### config.mk
export PLATFORM = sky130hd
export DESIGN_NAME = cart_rom_mapper
export DESIGN_NICKNAME = d
export VERILOG_FILES = /design/src/rtl/rom_map_pkg.sv /design/src/rtl/cart_rom_region_dec.sv /design/src/rtl/cart_rom_addr_xlate.sv /design/src/rtl/cart_rom_rd_stage.sv /design/src/rtl/cart_rom_mapper.sv
export SDC_FILE = /design/constraint.sdc
export NUM_CORES = 1
export LEC_CHECK = 0
export ABC_AREA = 0
export BUFFER_PORTS_ARGS = -buffer_cell sky130_fd_sc_hd__clkbuf_2
export CORE_UTILIZATION = 22
export DETAILED_ROUTE_END_ITERATION = 12
export HOLD_SLACK_MARGIN = 0.08
export PLACE_DENSITY = 0.75
export SYNTH_ARGS = -nofsm -noshare
export SYNTH_HDL_FRONTEND = slang
export SYNTH_SLANG_ARGS = --single-unit
### constraint.sdc
create_clock -name clk -period 0.8 [get_ports clk]
set_clock_uncertainty 0.05 [all_clocks]
set_input_delay 0.12 -clock clk [delete_from_list [all_inputs] [get_ports clk]]
set_output_delay 0.12 -clock clk [all_outputs]
set_load 0.02 [all_outputs]
### src/rtl/rom_map_pkg.sv
package rom_map_pkg;

    localparam int BUS_AW      = 24;
    localparam int FULL_ROM_AW = 22;
    localparam logic [7:0] OPEN_BUS = 8'hFF;

    typedef enum logic {
        MAP_SQUEEZE = 1'b0,
        MAP_KEEP    = 1'b1
    } map_mode_e;

    typedef struct packed {
        logic [7:0]  bank;
        logic [15:0] offset;
    } bus_addr_t;

    // Mode 0: offset bit 15 removed, bank bits 6:0 move down one place
    function automatic logic [FULL_ROM_AW-1:0] squeeze_addr(input logic [22:0] a);
        return {a[22:16], a[14:0]};
    endfunction

    // Mode 1: linear, offset bit 15 kept
    function automatic logic [FULL_ROM_AW-1:0] keep_addr(input logic [21:0] a);
        return a;
    endfunction

endpackage

### src/rtl/cart_rom_region_dec.sv
module cart_rom_region_dec
    import rom_map_pkg::*;
(
    input  logic [7:0] bank,
    input  logic       off_hi,
    input  logic       drop_upper_low,
    input  logic       drop_upper_bank,
    output logic       hit
);
    logic in_window;
    logic upper_low_area;
    logic suppressed;

    always_comb begin
        // Linear banks (bit 6 set) decode any offset; the others only the upper half
        in_window      = bank[6] | off_hi;
        upper_low_area = bank[7] & bank[6] & ~off_hi;
        suppressed     = (drop_upper_bank & bank[7]) |
                         (drop_upper_low & upper_low_area);
        hit            = in_window & ~suppressed;
    end
endmodule

### src/rtl/cart_rom_addr_xlate.sv
module cart_rom_addr_xlate
    import rom_map_pkg::*;
#(
    parameter int ROM_AW = 22
) (
    input  map_mode_e         mode,
    input  logic [22:0]       addr_in,
    output logic [ROM_AW-1:0] rom_addr
);
    always_comb begin
        unique case (mode)
            MAP_SQUEEZE: rom_addr = ROM_AW'(squeeze_addr(addr_in));
            MAP_KEEP:    rom_addr = ROM_AW'(keep_addr(addr_in[21:0]));
            default:     rom_addr = '0;
        endcase
    end
endmodule

### src/rtl/cart_rom_rd_stage.sv
module cart_rom_rd_stage
    import rom_map_pkg::*;
(
    input  logic       clk,
    input  logic       rst,
    input  logic       req,
    input  logic       hit,
    input  logic [7:0] rom_rdata,
    output logic       valid,
    output logic [7:0] rdata
);
    logic hit_q;

    always_ff @(posedge clk) begin
        if (rst) begin
            valid <= 1'b0;
            hit_q <= 1'b0;
        end else begin
            valid <= req;
            hit_q <= req & hit;
        end
    end

    assign rdata = hit_q ? rom_rdata : OPEN_BUS;
endmodule

### src/rtl/cart_rom_mapper.sv
module cart_rom_mapper
    import rom_map_pkg::*;
#(
    parameter int ROM_AW = 22
) (
    input  logic              clk,
    input  logic              rst,
    input  logic              cfg_mode,
    input  logic              cfg_drop_upper_low,
    input  logic              cfg_drop_upper_bank,
    input  logic              bus_req,
    input  logic [23:0]       bus_addr,
    output logic              bus_valid,
    output logic [7:0]        bus_rdata,
    output logic              rom_cs,
    output logic [ROM_AW-1:0] rom_addr,
    input  logic [7:0]        rom_rdata
);
    localparam int MIN_AW = 16;

    initial begin
        if (ROM_AW < MIN_AW || ROM_AW > FULL_ROM_AW)
            $error("ROM_AW out of range");
    end

    bus_addr_t ba;
    logic      region_hit;
    map_mode_e mode;

    assign ba   = bus_addr;
    assign mode = map_mode_e'(cfg_mode);

    cart_rom_region_dec u_region (
        .bank            (ba.bank),
        .off_hi          (ba.offset[15]),
        .drop_upper_low  (cfg_drop_upper_low),
        .drop_upper_bank (cfg_drop_upper_bank),
        .hit             (region_hit)
    );

    cart_rom_addr_xlate #(.ROM_AW(ROM_AW)) u_xlate (
        .mode     (mode),
        .addr_in  ({ba.bank[6:0], ba.offset}),
        .rom_addr (rom_addr)
    );

    assign rom_cs = bus_req & region_hit;

    cart_rom_rd_stage u_rd (
        .clk       (clk),
        .rst       (rst),
        .req       (bus_req),
        .hit       (region_hit),
        .rom_rdata (rom_rdata),
        .valid     (bus_valid),
        .rdata     (bus_rdata)
    );
endmodule

==> flow_summary.toml, run 1 <==
[worst_setup_path]
critPathSlowestCell = "dfxtp_4"
worst_setup_path_end_kind = "primary output"
start_kind = "register"
cpLargestDelayFamily = "flip-flops"
worst-path-max-fanout = 8
critPathArrivalTime_ns = 0.81
required_ns = 0.63
slowest_delay_ns = 0.37
cp_cell_sequence = "nand2b_1 -> buf_6"
crit_buf_inv = 1
critPathKind = "reg -> out"

[layout]
nets = 107
layout-drive-gt1-share_pct = 82.1
diodes = 0
syn_to_final_growth_pct = 82.1
n_fill_cell = 134
final_util_pct = 43.1

[power_and_ir_drop]
p_leak_uw = 0.000350
power.density_mw_per_mm2 = 1040
ir_worst_vdd_mv = 0.292

[synthesis]
muxShareOfSynthArea_pct = 29.5
synth_area_sq_um = 357
ys_seq_area_share_pct = 11.2
syn_nets = 76
syn_inst = 38
synth_compound_area_share_pct = 7.72
synth_adder_area_share_pct = 0
synth-xor-area-share_pct = 0
synth.avg_cell_area_sq_um = 9.38
synth_seq_cells = 2
synthSimpleGateAreaFrac_pct = 16.8
synth_top_family_by_area = "buffers and inverters"
synth_cell_type_count = 9
yosysWarningCount = 0

[drt]
drc = 0
drtPass1Iterations = 2
drtIter0Drc = 5
avgViaCountPerCell = 4.67
wire_per_inst_um = 11.7
final_antenna_net_count = 0
totalWireLength_um = 969
vias = 388

[clock_network]
cts_buffer_depth = 2
path_clk_slew_ns = 0.03
cts_tree = "yes"
numCtsBuffers = 3
cts-root-buf = "clkbuf_4"
cts.htree.levels = 1
cts.sinks = 2

[sta]
whs_ns = 0.0276
setup_viol = 17
fin_crit_sh_pct = 123
tightest_slew_ns = 0.159
finalHoldViolCount = 0
slew_headroom_pct = 89.4
rsz0062_at_grt = "yes"
min_period_ns = 0.984
report.final.slew_viol_count = 0
timing.setup.tns_ns = -1.98
max_freq_mhz = 1020
setup_slack_ns = -0.184

[run]
cap_violations = 0

[run_status]
status = "finished, violations left"
violations = "setup timing"

[floorplanning]
ios = 70
die-width_um = 42.3
die_area_sq_mm = 0.00179
core_area_sq_mm = 0.00151
die_h_um = 42.3
rows = 14
start_util_pct = 23.7

[placed_design]
gp_congestion = 0.658
hpwl_um = 749
io_buffers = 39

[grt]
antenna_found_initial = 0
grt_max_degree = 9
grt_pass1_vias = 359
grt-ovfl-total = 0
track_usage_pct = 9.82
grt_pass1_wl_um = 1280

[worst_hold_path]
hold_path_class = "in -> reg"
==> per-stage QoR <==
step / instances / power, uW / cell area [sq um] / worst slack [ns]
global route: 83 / 715 / 649 / -0.230
detailed placement: 79 / 366 / 463 / -0.199
CTS: 82 / 622 / 544 / -0.203
floorplan: 38 / 367 / 357 / 0.0494
global placement: 79 / 362 / 463 / -0.192
finish: 83 / 673 / 649 / -0.184
==> registers in the layout, summed over array words and instances, names as in the netlist <==
name / cells
u_rd.valid: 1
u_rd.hit_q: 1
==> cell usage after synthesis <==
library cell / instances / area [sq um]
a21boi_0: 1 / 7.51
buf_4: 15 / 113
buf_6: 1 / 11.3
dfxtp_1: 2 / 40.0
mux2_4: 7 / 105
nand2_1: 1 / 3.75
nand2b_1: 8 / 50.1
nor2b_1: 1 / 6.26
o211a_1: 2 / 20.0
==> placed cells by master (no fill, tap or decap), types with 2 or more instances in the layout <==
cell,instances
clkbuf_4,3
buf_4,2
buf_6,16
mux2_4,7
buf_8,3
clkbuf_2,20
nand2b_1,8
o211a_1,2
==> kinds of logic (layout without fill, tap and decap cells) <==
group           after synthesis  in the layout
flops                         2              2
mux                           7              7
compound gates                3              3
buf+inv                      16             45
simple gates                 10             10
==> what timing repair did <==
item                       in CTS  in global routing
pin swaps                       0                  1
gates resized for setup        15                 46
hold endpoints to repair        1                  1
setup endpoints to repair      17                 17
setup buffers                   0                  1
==> worst paths after layout <==
check                             start                     to  slack [ns]  cells after the start
hold / removal                      rst  u_rd.valid$_SDFF_PP0_        0.03                      2
setup / recovery  u_rd.hit_q$_SDFF_PP0_           bus_rdata[2]       -0.18                      2
==> where the power goes <==
group          switching (uW)  internal [uW]  leakage (uW)  total, uW
Combinational             136            211      0.000319        347
Clock                    49.0            165     0.0000138        214
Sequential               6.73            105     0.0000175        112
==> layer usage <==
metal / global-route usage (%) / share of wire (%)
met4: 6.88 / 0.21
met3: 6.47 / 15
met1: 6.53 / 30
met2: 18.5 / 54
met5: 0 / 0
==> area by class of cell <==
type	count	area [sq um]	area share [%]
Tap cell	16	20.0	3.08
Multi-Input combinational cell	20	196	30.3
Timing Repair Buffer	42	365	56.3
Sequential cell	2	45.0	6.94
Clock buffer	3	22.5	3.47
Power figures use the tool's default switching activity.
==> run 2: changes to the inputs <==
--- a/config.mk
+++ b/config.mk
@@ -11,6 +11,8 @@
 export DETAILED_ROUTE_END_ITERATION = 12
 export HOLD_SLACK_MARGIN = 0.08
 export PLACE_DENSITY = 0.75
+export RECOVER_POWER = 100
+export SETUP_SLACK_MARGIN = 0.1
 export SYNTH_ARGS = -nofsm -noshare
 export SYNTH_HDL_FRONTEND = slang
 export SYNTH_SLANG_ARGS = --single-unit
==> flow_summary.toml, run 2 (synthesis results as in run 1) <==
[drt]
avgViaCountPerCell = 4.60
final_antenna_net_count = 0
vias = 373
drc = 0
wire_per_inst_um = 11.6
totalWireLength_um = 936
drtPass1Iterations = 2
drtIter0Drc = 3

[clock_network]
cts.sinks = 2
path_clk_slew_ns = 0.03
cts_tree = "yes"
numCtsBuffers = 3
cts-root-buf = "clkbuf_4"
cts_buffer_depth = 2
cts.htree.levels = 1

[sta]
whs_ns = 0.00818
min_period_ns = 1.03
report.final.slew_viol_count = 0
slew_headroom_pct = 90.3
tightest_slew_ns = 0.145
max_freq_mhz = 970
setup_viol = 17
timing.setup.tns_ns = -2.25
rsz0062_at_grt = "yes"
finalHoldViolCount = 0
fin_crit_sh_pct = 129
setup_slack_ns = -0.231

[worst_setup_path]
start_kind = "register"
worst-path-max-fanout = 8
worst_setup_path_end_kind = "primary output"
critPathArrivalTime_ns = 0.86
critPathKind = "reg -> out"
required_ns = 0.63

[floorplanning]
die_h_um = 42.3
die_area_sq_mm = 0.00179
die-width_um = 42.3
start_util_pct = 23.7
rows = 14
ios = 70
core_area_sq_mm = 0.00151

[power_and_ir_drop]
p_leak_uw = 0.000359
p_seq_share_pct = 16.8
swShare_pct = 29.7
clkPwrFrac_pct = 32.6
p_int_uw = 482
ir_worst_vdd_mv = 0.628
p_comb_share_pct = 50.5
power.density_mw_per_mm2 = 1040
p_switching_uw = 204

[run_status]
violations = "setup timing"
status = "finished, violations left"

[grt]
grt-ovfl-total = 0
grt_pass1_wl_um = 1310
grt_max_degree = 9
grt_pass1_vias = 341
antenna_found_initial = 0
track_usage_pct = 10.1

[layout]
reg.largest.list = "u_rd.hit_q x1, u_rd.valid x1"
nets = 105
final_cell_mix = "clkbuf_2 (19), buf_6 (14), mux2_4 (7)"
final_util_pct = 43.9
syn_to_final_growth_pct = 85.6
stdcell_area_sq_um = 662
fin_cells = 81
diodes = 0
layout_commonest_cell = "clkbuf_2"
layout-drive-gt1-share_pct = 84.6

[worst_hold_path]
hold_end = "u_rd.valid$_SDFF_PP0_"
hold_path_class = "in -> reg"
min_path_cells = 2
worstHoldStart = "rst"

[run]
cap_violations = 0

[placed_design]
io_buffers = 39
placed_cells = 77
place_area_sq_um = 468
gp_congestion = 0.693
## run 2: cell count changes in the layout (fill, tap and decap cells not counted), sizes merged
cell / change
clkbuf: +2
buf: -4
## run 2: cell type report
cell class	count	area, sq um
clock buffer	3	22.5
tap	16	20.0
multi-input combinational	20	226
fill	134	845
timing repair buffer	40	348
sequential	2	45.0
## run 2: through the flow
| step | worst slack, ns | power (uW) |
|---|---|---|
| 2_1_floorplan | 0.0521 | 382 |
| 3_5_place_dp | -0.202 | 369 |
| 3_3_place_gp | -0.182 | 363 |
| 6_report | -0.231 | 686 |
| 4_1_cts | -0.258 | 640 |
| 5_1_grt | -0.263 | 729 |
## run 2: metal layers
metal	track usage [%]	vias up	part of all wire (%)
met2	18.8	44	51
li1	-	167	-
met4	4.38	0	0.85
met3	7.76	2	18
met5	0	-	0
met1	7.35	160	31
## run 2: power by group through the flow
stage               combinational, uW  sequential, uW  clock, uW
CTS                               288             115        237
global route                      365             116        248
finish                            347             115        224
floorplan                         264             118          0
detailed placement                252             116          0
global placement                  248             116          0
## run 2: worst max path at each step
stage | start | endpoint | depth (start not counted)
finish | u_rd.hit_q$_SDFF_PP0_ | bus_rdata[3] | 2
global route | u_rd.hit_q$_SDFF_PP0_ | bus_rdata[7] | 2
global placement | cfg_mode | rom_addr[15] | 3
CTS | u_rd.hit_q$_SDFF_PP0_ | bus_rdata[5] | 2
floorplan | u_rd.hit_q$_SDFF_PP0_ | bus_rdata[2] | 1
detailed placement | cfg_mode | rom_addr[21] | 3
## run 2: critical path, stage by stage (launching register included)
cell      delay, ns
dfxtp_4        0.41
nand2b_1       0.09
buf_6          0.14
## run 2: repair_timing
action                                  in CTS  in global routing
hold endpoints to repair                     1                  1
pin swaps                                    1                  0
gates resized for setup                     13                 45
endpoints found under the setup margin      17                 17
buffers inserted                             1                  0
==> run 3: changes to the inputs <==
--- a/config.mk
+++ b/config.mk
@@ -13,6 +13,7 @@
 export PLACE_DENSITY = 0.75
 export RECOVER_POWER = 100
 export SETUP_SLACK_MARGIN = 0.1
+export SKIP_CTS_REPAIR_TIMING = 1
 export SYNTH_ARGS = -nofsm -noshare
 export SYNTH_HDL_FRONTEND = slang
 export SYNTH_SLANG_ARGS = --single-unit
==> flow_summary.toml, run 3 (synthesis results as in run 1) <==
[drt]
totalWireLength_um = 909
drc = 0
avgViaCountPerCell = 4.64
final_antenna_net_count = 0
drtPass1Iterations = 2
wire_per_inst_um = 11.4
vias = 371
drtIter0Drc = 2

[worst_hold_path]
hold_path_class = "in -> reg"
hold_end = "u_rd.valid$_SDFF_PP0_"
min_path_cells = 2
worstHoldStart = "rst"

[clock_network]
cts_buffer_depth = 2
numCtsBuffers = 3
cts_tree = "yes"
cts-root-buf = "clkbuf_4"
cts.sinks = 2
path_clk_slew_ns = 0.03
cts.htree.levels = 1

[power_and_ir_drop]
p_leak_uw = 0.000343
ir_worst_vdd_mv = 0.627
p_total_uw = 665
power.density_mw_per_mm2 = 1060

[sta]
fin_crit_sh_pct = 129
min_period_ns = 1.04
report.final.slew_viol_count = 0
max_freq_mhz = 966
tightest_slew_ns = 0.241
timing.setup.tns_ns = -2.07
setup_viol = 17
setup_slack_ns = -0.236
finalHoldViolCount = 0
rsz0062_at_grt = "yes"
slew_headroom_pct = 83.8

[floorplanning]
die_h_um = 42.3
core_area_sq_mm = 0.00151
rows = 14
die_area_sq_mm = 0.00179
ios = 70
start_util_pct = 23.7
die-width_um = 42.3

[placed_design]
placed_cells = 77
gp_congestion = 0.693
dp_slack_ns = -0.202
io_buffers = 39

[grt]
grt_pass1_wl_um = 1200
grt_pass1_vias = 320
track_usage_pct = 9.40
grt-ovfl-total = 0
antenna_found_initial = 0
grt_max_degree = 9

[run_status]
violations = "setup timing"
status = "finished, violations left"

[worst_setup_path]
critPathKind = "reg -> out"
worst-path-max-fanout = 8
start_kind = "register"
required_ns = 0.63
worst_setup_path_end_kind = "primary output"
critPathArrivalTime_ns = 0.87

[run]
cap_violations = 0

[layout]
layout_commonest_cell = "clkbuf_2"
diodes = 0
final_cell_mix = "clkbuf_2 (20), buf_6 (18), mux2_4 (7)"
nets = 104
syn_to_final_growth_pct = 75.4
fin_cells = 80
layout-drive-gt1-share_pct = 84.4
reg.largest.list = "u_rd.hit_q x1, u_rd.valid x1"
## run 3: changes by cell type in the layout (fill, tap and decap cells not counted)
cell	delta
buf_8	-3
buf_12	+1
a21boi_0	+1
clkbuf_1	-1
buf_6	+4
clkbuf_8	-1
clkbuf_4	-1
clkbuf_16	-1
a21boi_4	-1
clkbuf_2	+1
## run 3: how the worst max path moves through the flow
stage,startpoint,endpoint,slack (ns),cells after the start
global route,u_rd.hit_q$_SDFF_PP0_,bus_rdata[5],-0.28,2
global placement,cfg_mode,rom_addr[15],-0.18,3
finish,u_rd.hit_q$_SDFF_PP0_,bus_rdata[5],-0.24,2
CTS,u_rd.hit_q$_SDFF_PP0_,bus_rdata[6],-0.32,2
detailed placement,cfg_mode,rom_addr[21],-0.20,3
floorplan,u_rd.hit_q$_SDFF_PP0_,bus_rdata[2],0.05,1
## run 3: per-stage QoR
| stage | area (sq um) | hold slack (ns) | utilization [%] |
|---|---|---|---|
| 3_5_place_dp | 468 | 0.190 | 31.1 |
| 2_1_floorplan | 385 | 0.153 | - |
| 6_report | 626 | 0.00796 | 41.5 |
| 5_1_grt | 626 | 0.00618 | 41.5 |
| 3_3_place_gp | 468 | 0.190 | 31.1 |
| 4_1_cts | 490 | 0.0105 | 32.6 |
## run 3: metal layers
metal / up-vias / global-route usage (%) / share of wire, %
li1: 165 / - / -
met1: 160 / 6.56 / 30
met2: 44 / 17.2 / 50
met3: 2 / 7.76 / 19
met4: 0 / 4.38 / 0.88
met5: - / 0 / 0
## run 3: cell type report
cell class / instances / area (sq um)
clock buffers: 3 / 22.5
flip-flops and latches: 2 / 45.0
fillers: 143 / 881
repair buffers: 39 / 323
well taps: 16 / 20.0
multi-input cells: 20 / 215
## run 3: where the power goes
group	internal [uW]	total, uW	switching, uW
Combinational	197	327	130
Clock	166	224	58.0
Sequential	105	115	9.91
Total	468	665	198
## run 3: worst max-delay path, cell delays in order (launching register included)
cell,delay (ns)
dfxtp_4,0.41
nand2b_1,0.09
buf_6,0.14
